--- config.mk ---
export PLATFORM = sky130hd
export DESIGN_NAME = gpio_style_irq
export DESIGN_NICKNAME = d
export VERILOG_FILES = /design/src/rtl/gpio_style_pkg.sv /design/src/rtl/gpio_style_ctrl.sv /design/src/rtl/gpio_style_datapath.sv /design/src/rtl/gpio_style_irq.sv
export SDC_FILE = /design/constraint.sdc
export NUM_CORES = 1
export LEC_CHECK = 0
export ABC_CLOCK_PERIOD_IN_PS = 2000
export BUFFER_PORTS_ARGS = -buffer_cell sky130_fd_sc_hd__buf_2
export CAP_MARGIN = 40
export CORE_UTILIZATION = 40
export DETAILED_ROUTE_END_ITERATION = 8
export SETUP_SLACK_MARGIN = 0.4
export SYNTH_ARGS = -nofsm -noshare
export SYNTH_HDL_FRONTEND = slang
export SYNTH_SLANG_ARGS = --single-unit
--- constraint.sdc ---
create_clock -name clk -period 2 [get_ports clk]
set_clock_uncertainty 0.15 [all_clocks]
set_input_delay 0.4 -clock clk [delete_from_list [all_inputs] [get_ports clk]]
set_output_delay 0.4 -clock clk [all_outputs]
set_load 0.005 [all_outputs]
--- src/rtl/gpio_style_pkg.sv ---
package gpio_style_pkg;
  localparam int ADDR_W  = 3;
  localparam int STYLE_W = 3;

  // register addresses
  localparam logic [ADDR_W-1:0] SEL_DIR      = 3'd0;
  localparam logic [ADDR_W-1:0] SEL_OUT      = 3'd1;
  localparam logic [ADDR_W-1:0] SEL_IN       = 3'd2;
  localparam logic [ADDR_W-1:0] SEL_STYLE_LO = 3'd3;
  localparam logic [ADDR_W-1:0] SEL_STYLE_HI = 3'd4;
  localparam logic [ADDR_W-1:0] SEL_STATUS   = 3'd5;

  // style field encodings
  localparam logic [STYLE_W-1:0] STY_HIGH = 3'd0;
  localparam logic [STYLE_W-1:0] STY_LOW  = 3'd1;
  localparam logic [STYLE_W-1:0] STY_RISE = 3'd2;
  localparam logic [STYLE_W-1:0] STY_FALL = 3'd3;
  localparam logic [STYLE_W-1:0] STY_BOTH = 3'd4;

  typedef struct packed {
    logic              wrDir;
    logic              wrOut;
    logic              wrStyleLo;
    logic              wrStyleHi;
    logic              wrClr;
    logic              rdEn;
    logic [ADDR_W-1:0] rdSel;
  } ctrlStrobe_t;
endpackage

--- src/rtl/gpio_style_ctrl.sv ---
module gpio_style_ctrl
  import gpio_style_pkg::*;
(
  input  logic              wrEn,
  input  logic              rdEn,
  input  logic [ADDR_W-1:0] addr,
  output ctrlStrobe_t       strobe
);
  always_comb begin
    strobe       = '0;
    strobe.rdEn  = rdEn;
    strobe.rdSel = addr;
    if (wrEn) begin
      case (addr)
        SEL_DIR:      strobe.wrDir     = 1'b1;
        SEL_OUT:      strobe.wrOut     = 1'b1;
        SEL_STYLE_LO: strobe.wrStyleLo = 1'b1;
        SEL_STYLE_HI: strobe.wrStyleHi = 1'b1;
        SEL_STATUS:   strobe.wrClr     = 1'b1;
        default:      ; // input register and unused addresses ignore writes
      endcase
    end
  end
endmodule

--- src/rtl/gpio_style_datapath.sv ---
module gpio_style_datapath
  import gpio_style_pkg::*;
#(
  parameter int NUM_PINS = 16,
  parameter int DATA_W   = 32
) (
  input  logic                clk,
  input  logic                rstN,
  input  ctrlStrobe_t         strobe,
  input  logic [DATA_W-1:0]   wrData,
  input  logic [NUM_PINS-1:0] pinIn,
  output logic [NUM_PINS-1:0] pinOut,
  output logic [NUM_PINS-1:0] pinOe,
  output logic [NUM_PINS-1:0] irqOut,
  output logic [DATA_W-1:0]   rdData,
  output logic                rdValid
);
  localparam int GROUP       = NUM_PINS / 2;
  localparam int STYLE_REG_W = GROUP * STYLE_W;

  logic [NUM_PINS-1:0]    dirReg, outReg, syncA, syncB, prevB, status;
  logic [STYLE_REG_W-1:0] styleLo, styleHi;
  logic [STYLE_W-1:0]     pinStyle [NUM_PINS];
  logic [NUM_PINS-1:0]    evt, levelNow, clrMask;
  logic [DATA_W-1:0]      rdNext;
  logic                   unusedBits;

  assign unusedBits = ^wrData[DATA_W-1:STYLE_REG_W];
  assign clrMask    = strobe.wrClr ? wrData[NUM_PINS-1:0] : '0;

  // configuration registers
  always_ff @(posedge clk) begin
    if (!rstN) begin
      dirReg  <= '0;
      outReg  <= '0;
      styleLo <= '0;
      styleHi <= '0;
    end else begin
      if (strobe.wrDir)     dirReg  <= wrData[NUM_PINS-1:0];
      if (strobe.wrOut)     outReg  <= wrData[NUM_PINS-1:0];
      if (strobe.wrStyleLo) styleLo <= wrData[STYLE_REG_W-1:0];
      if (strobe.wrStyleHi) styleHi <= wrData[STYLE_REG_W-1:0];
    end
  end

  // two-flop synchronizer plus one history stage for edges
  always_ff @(posedge clk) begin
    if (!rstN) begin
      syncA <= '0;
      syncB <= '0;
      prevB <= '0;
    end else begin
      syncA <= pinIn;
      syncB <= syncA;
      prevB <= syncB;
    end
  end

  // per-line style selection and event detection
  for (genvar i = 0; i < NUM_PINS; i++) begin : g_pin
    if (i < GROUP) begin : g_lo
      assign pinStyle[i] = styleLo[i*STYLE_W +: STYLE_W];
    end else begin : g_hi
      assign pinStyle[i] = styleHi[(i-GROUP)*STYLE_W +: STYLE_W];
    end

    always_comb begin
      evt[i]      = 1'b0;
      levelNow[i] = 1'b0;
      case (pinStyle[i])
        STY_HIGH: begin evt[i] = syncB[i];  levelNow[i] = syncB[i];  end
        STY_LOW:  begin evt[i] = !syncB[i]; levelNow[i] = !syncB[i]; end
        STY_RISE: evt[i] = syncB[i] && !prevB[i];
        STY_FALL: evt[i] = !syncB[i] && prevB[i];
        STY_BOTH: evt[i] = syncB[i] ^ prevB[i];
        default:  ;
      endcase
    end

    // a disabled style cannot raise a clear status bit
    assert_disabled_quiet_R10: assert property (@(posedge clk) disable iff (!rstN)
      (pinStyle[i] > STY_BOTH && !status[i]) |=> !status[i]);
  end

  // sticky status, set wins over clear
  always_ff @(posedge clk) begin
    if (!rstN) status <= '0;
    else       status <= (status & ~clrMask) | evt;
  end

  // registered read port
  always_comb begin
    case (strobe.rdSel)
      SEL_DIR:      rdNext = DATA_W'(dirReg);
      SEL_OUT:      rdNext = DATA_W'(outReg);
      SEL_IN:       rdNext = DATA_W'(syncB);
      SEL_STYLE_LO: rdNext = DATA_W'(styleLo);
      SEL_STYLE_HI: rdNext = DATA_W'(styleHi);
      SEL_STATUS:   rdNext = DATA_W'(status);
      default:      rdNext = '0;
    endcase
  end

  always_ff @(posedge clk) begin
    if (!rstN) begin
      rdData  <= '0;
      rdValid <= 1'b0;
    end else begin
      rdValid <= strobe.rdEn;
      if (strobe.rdEn) rdData <= rdNext;
    end
  end

  assign pinOut = outReg;
  assign pinOe  = ~dirReg;
  assign irqOut = status;

  assert_status_sticky_R11: assert property (@(posedge clk) disable iff (!rstN)
    strobe.wrClr || (|status) |=> ((status & $past(status & ~clrMask)) == $past(status & ~clrMask)));

  assert_clear_takes_R11: assert property (@(posedge clk) disable iff (!rstN)
    strobe.wrClr |=> ((status & $past(clrMask & ~evt)) == '0));

  assert_level_hold_R12: assert property (@(posedge clk) disable iff (!rstN)
    (strobe.wrClr && |(clrMask & levelNow)) |=>
      ((status & $past(clrMask & levelNow)) == $past(clrMask & levelNow)));
endmodule

--- src/rtl/gpio_style_irq.sv ---
module gpio_style_irq
  import gpio_style_pkg::*;
#(
  parameter int NUM_PINS = 16,
  parameter int DATA_W   = 32
) (
  input  logic                clk,
  input  logic                rstN,
  input  logic                wrEn,
  input  logic                rdEn,
  input  logic [ADDR_W-1:0]   addr,
  input  logic [DATA_W-1:0]   wrData,
  output logic [DATA_W-1:0]   rdData,
  output logic                rdValid,
  input  logic [NUM_PINS-1:0] pinIn,
  output logic [NUM_PINS-1:0] pinOut,
  output logic [NUM_PINS-1:0] pinOe,
  output logic [NUM_PINS-1:0] irqOut
);
  ctrlStrobe_t strobe;

  gpio_style_ctrl u_ctrl (
    .wrEn   (wrEn),
    .rdEn   (rdEn),
    .addr   (addr),
    .strobe (strobe)
  );

  gpio_style_datapath #(
    .NUM_PINS (NUM_PINS),
    .DATA_W   (DATA_W)
  ) u_dp (
    .clk     (clk),
    .rstN    (rstN),
    .strobe  (strobe),
    .wrData  (wrData),
    .pinIn   (pinIn),
    .pinOut  (pinOut),
    .pinOe   (pinOe),
    .irqOut  (irqOut),
    .rdData  (rdData),
    .rdValid (rdValid)
  );

  assert_dir_to_oe_R2: assert property (@(posedge clk) disable iff (!rstN)
    (wrEn && addr == SEL_DIR) |=> (pinOe == ~$past(wrData[NUM_PINS-1:0])));
endmodule

==> flow_summary.yaml <==
setup_path:
  end_kind: "register"
  cp_cell_sequence: "inv_1, ha_1, mux2_2, a32o_1, o31a_1"
  path_class: "register to register"
  ff2ff_path_depth: 5
  required_ps: 2160
  worst-r2r-setup-slack_ps: 420
  r2r_start: "u_dp.prevB[2]"
  arrival_ps: 1750
  cp-start-kind: "register"
  critPathMaxStageDelay_ps: 330
  path_max_fanout: 2
  critPathSlowestCell: "dfxtp_1"
  path_delay_family: "compound AO/OA/AOI/OAI gates"
  worst-path-buf-inv: 1
  r2r-end: "u_dp.irqOut[2]"
place:
  gp_congestion: 0.826
  dp_hpwl_mm: 16.7
  portBuffers: 119
  post-place-ws_ps: 13.9
status:
  status: "finished clean"
yosys:
  ys_top_cells_by_area: "dfxtp_1 42%, nand2_1 7.9%, a21boi_0 7.2%"
  yosysTopAreaCellShare_pct: 41.5
  avgSynthCellArea_um2: 8.99
  synth_compound_area_share_pct: 20.2
  yosysTopAreaCell: "dfxtp_1"
  seq_area_frac_synth_pct: 41.5
  async_flop_share_pct: 0
  syn_inst: 906
  synth-simple-area-share_pct: 21.5
  synth_edf_count: 0
  synth_common_cells: "172 x nand2_1, 169 x dfxtp_1, 78 x a21boi_0"
  synth_top_family_by_area: "simple AND/OR/NAND/NOR gates"
  synth-xor-area-share_pct: 0
  synth.most_common_cell: "nand2_1"
  ys_warn_count: 0
  synth_area_um2: 8150
  synth_flop_cell: "dfxtp_1"
  synth_fa_ha_area_share_pct: 4.91
  yosysUniqueCellTypes: 42
  synthMuxAreaShare_pct: 4.93
  ys_ff_latch: 169
floorplan:
  num_io_pins: 136
  std_cell_rows: 51
  die_h_um: 145
  die_x_um: 145
  start_util_pct: 41.3
  coreArea_um2: 19700
  die-area_um2: 20900
global_route:
  grt_overflow: 0
  antenna_found_initial: 0
  grt_pass1_wl_mm: 35.8
  grt_pass1_vias: 6273
  grt_max_degree: 67
  track_usage_pct: 23.2
clock_network:
  cts_tree: "built"
  h-tree-depth: 4
  cts_buffers: 17
  cts_num_sinks: 169
  clk_pin_slew_ps: 70
  clock_path_buffers: 2
  clk_latency_ps: 430
  cts_root_buf: "clkbuf_16"
layout:
  nFillCells: 1903
  antenna_cells: 0
  utilization_pct: 49.9
  fin_nets: 1123
  area_growth_pct: 20.9
  drive_above_1_share_pct: 25.8
routing:
  first_pass_iters: 5
  wl_per_cell_um: 18.0
  antenna_left: 0
  routed_wl_mm: 23.7
  drt-initial-drc-count: 471
  drc: 0
  vias_per_cell: 5.27
  vias: 6910
worst_hold_path:
  min_from: "pinIn[8]"
  holdPathStages: 2
  worstHoldPathType: "primary input to register"
  min_to: "u_dp.syncA[8]"
sta:
  hold_viol: 0
  tightest_slew_ps: 632
  min_period_ps: 1580
  layout_setup_ws_ps: 418
  post-route-period-util_pct: 79.1
  maxSlewHeadroom_pct: 57.9
  fmax_ghz: 0.632
  setup_viol: 0
  maxSlewViolCount: 0
  holdWs_ps: 18.5
  tns_ps: 0
  rsz0062_at_grt: "yes"
power_and_ir_drop:
  total_power_uw: 7500
  p_per_area_nw_per_um2: 761
  max-vdd-ir-drop_mv: 0.583
  leakagePower_uw: 0.00379
flow_run:
  cap_violations: 0
cell families (layout without fill, tap and decap cells):
logic type,Yosys count,after routing
muxes,36,36
buffers and inverters,116,250
adders and majority gates,32,32
and+or+nand+nor,341,341
DFF,169,169
other,1,8
AOI/OAI and AO/OA,211,211
what timing repair did:
item                                    CTS  global route
pin swaps                                 0             8
resized for setup                        14            29
buffers inserted                          0             3
endpoints found under the setup margin   12            25
hold buffers                              0             0
endpoints found under the hold margin     0             0
through the flow:
step / cells / cell area (um^2)
2_1_floorplan: 913 / 8190
3_3_place_gp: 1279 / 9210
3_5_place_dp: 1279 / 9210
4_1_cts: 1309 / 9770
5_1_grt: 1312 / 9850
6_report: 1312 / 9850
cell usage in the layout, fill, tap and decap left out, types with 4 or more instances in the layout:
cell,instances
nand2_1,172
dfxtp_1,137
buf_2,118
a21boi_0,70
and2_1,54
inv_1,50
buf_4,42
mux2_2,33
nand2b_1,31
ha_1,30
a21boi_1,29
nor2b_1,27
a32oi_1,27
nor2_1,26
dfxtp_2,26
o21ai_0,24
clkbuf_16,17
a32o_1,16
nor4b_1,16
o31a_1,16
a41oi_1,12
a221oi_1,9
buf_12,9
conb_1,8
dfxtp_4,6
clkinv_2,4
clkbuf_1,4
final cells by class:
| type | count | area [um^2] | share of cell area [%] |
|---|---|---|---|
| multi-input combinational | 628 | 4260 | 43.2 |
| clock inverter | 9 | 103 | 1.04 |
| tap | 265 | 332 | 3.37 |
| timing repair buffer | 169 | 1090 | 11.0 |
| inverter | 51 | 191 | 1.94 |
| sequential | 169 | 3440 | 34.9 |
| clock buffer | 21 | 440 | 4.47 |
power breakdown:
part	leakage, uW	switching [uW]	internal [uW]
combinational	0.00214	385	343
clock	0.000259	1350	1810
sequential	0.00140	113	3490
total	0.00379	1850	5650
sequential cells by signal, summed over array words and instances (netlist names):
register,flops
u_dp.rdValid,1
u_dp.syncA,16
u_dp.rdData,24
u_dp.styleHi,24
u_dp.dirReg,16
u_dp.prevB,16
u_dp.irqOut,16
u_dp.syncB,16
u_dp.pinOut,16
u_dp.styleLo,24
how the worst max path moves through the flow:
stage	start	end	slack, ps	cells past startpoint
floorplan	addr[1]	u_dp.dirReg[10]	390	6
global placement	addr[2]	u_dp.rdData[14]	50	5
detailed placement	addr[2]	u_dp.rdData[14]	10	5
CTS	u_dp.syncB[4]	u_dp.irqOut[4]	370	5
global route	u_dp.prevB[2]	u_dp.irqOut[2]	370	5
finish	u_dp.prevB[2]	u_dp.irqOut[2]	420	5
metal layers:
| metal | vias to the layer above | wire length, um | GRT usage [%] |
|---|---|---|---|
| met4 | 0 | 233 | 6.37 |
| li1 | 3365 | - | - |
| met3 | 15 | 1780 | 4.77 |
| met2 | 233 | 11100 | 37.9 |
| met1 | 3297 | 10600 | 30.8 |
| met5 | - | 0 | 0 |
worst reg2reg max path, cell delays in order, from the launching register on:
cell	delay, ps
dfxtp_1	330
inv_1	40
ha_1	170
mux2_2	250
a32o_1	220
o31a_1	300
Note: power is estimated with default switching activity, not from simulation.
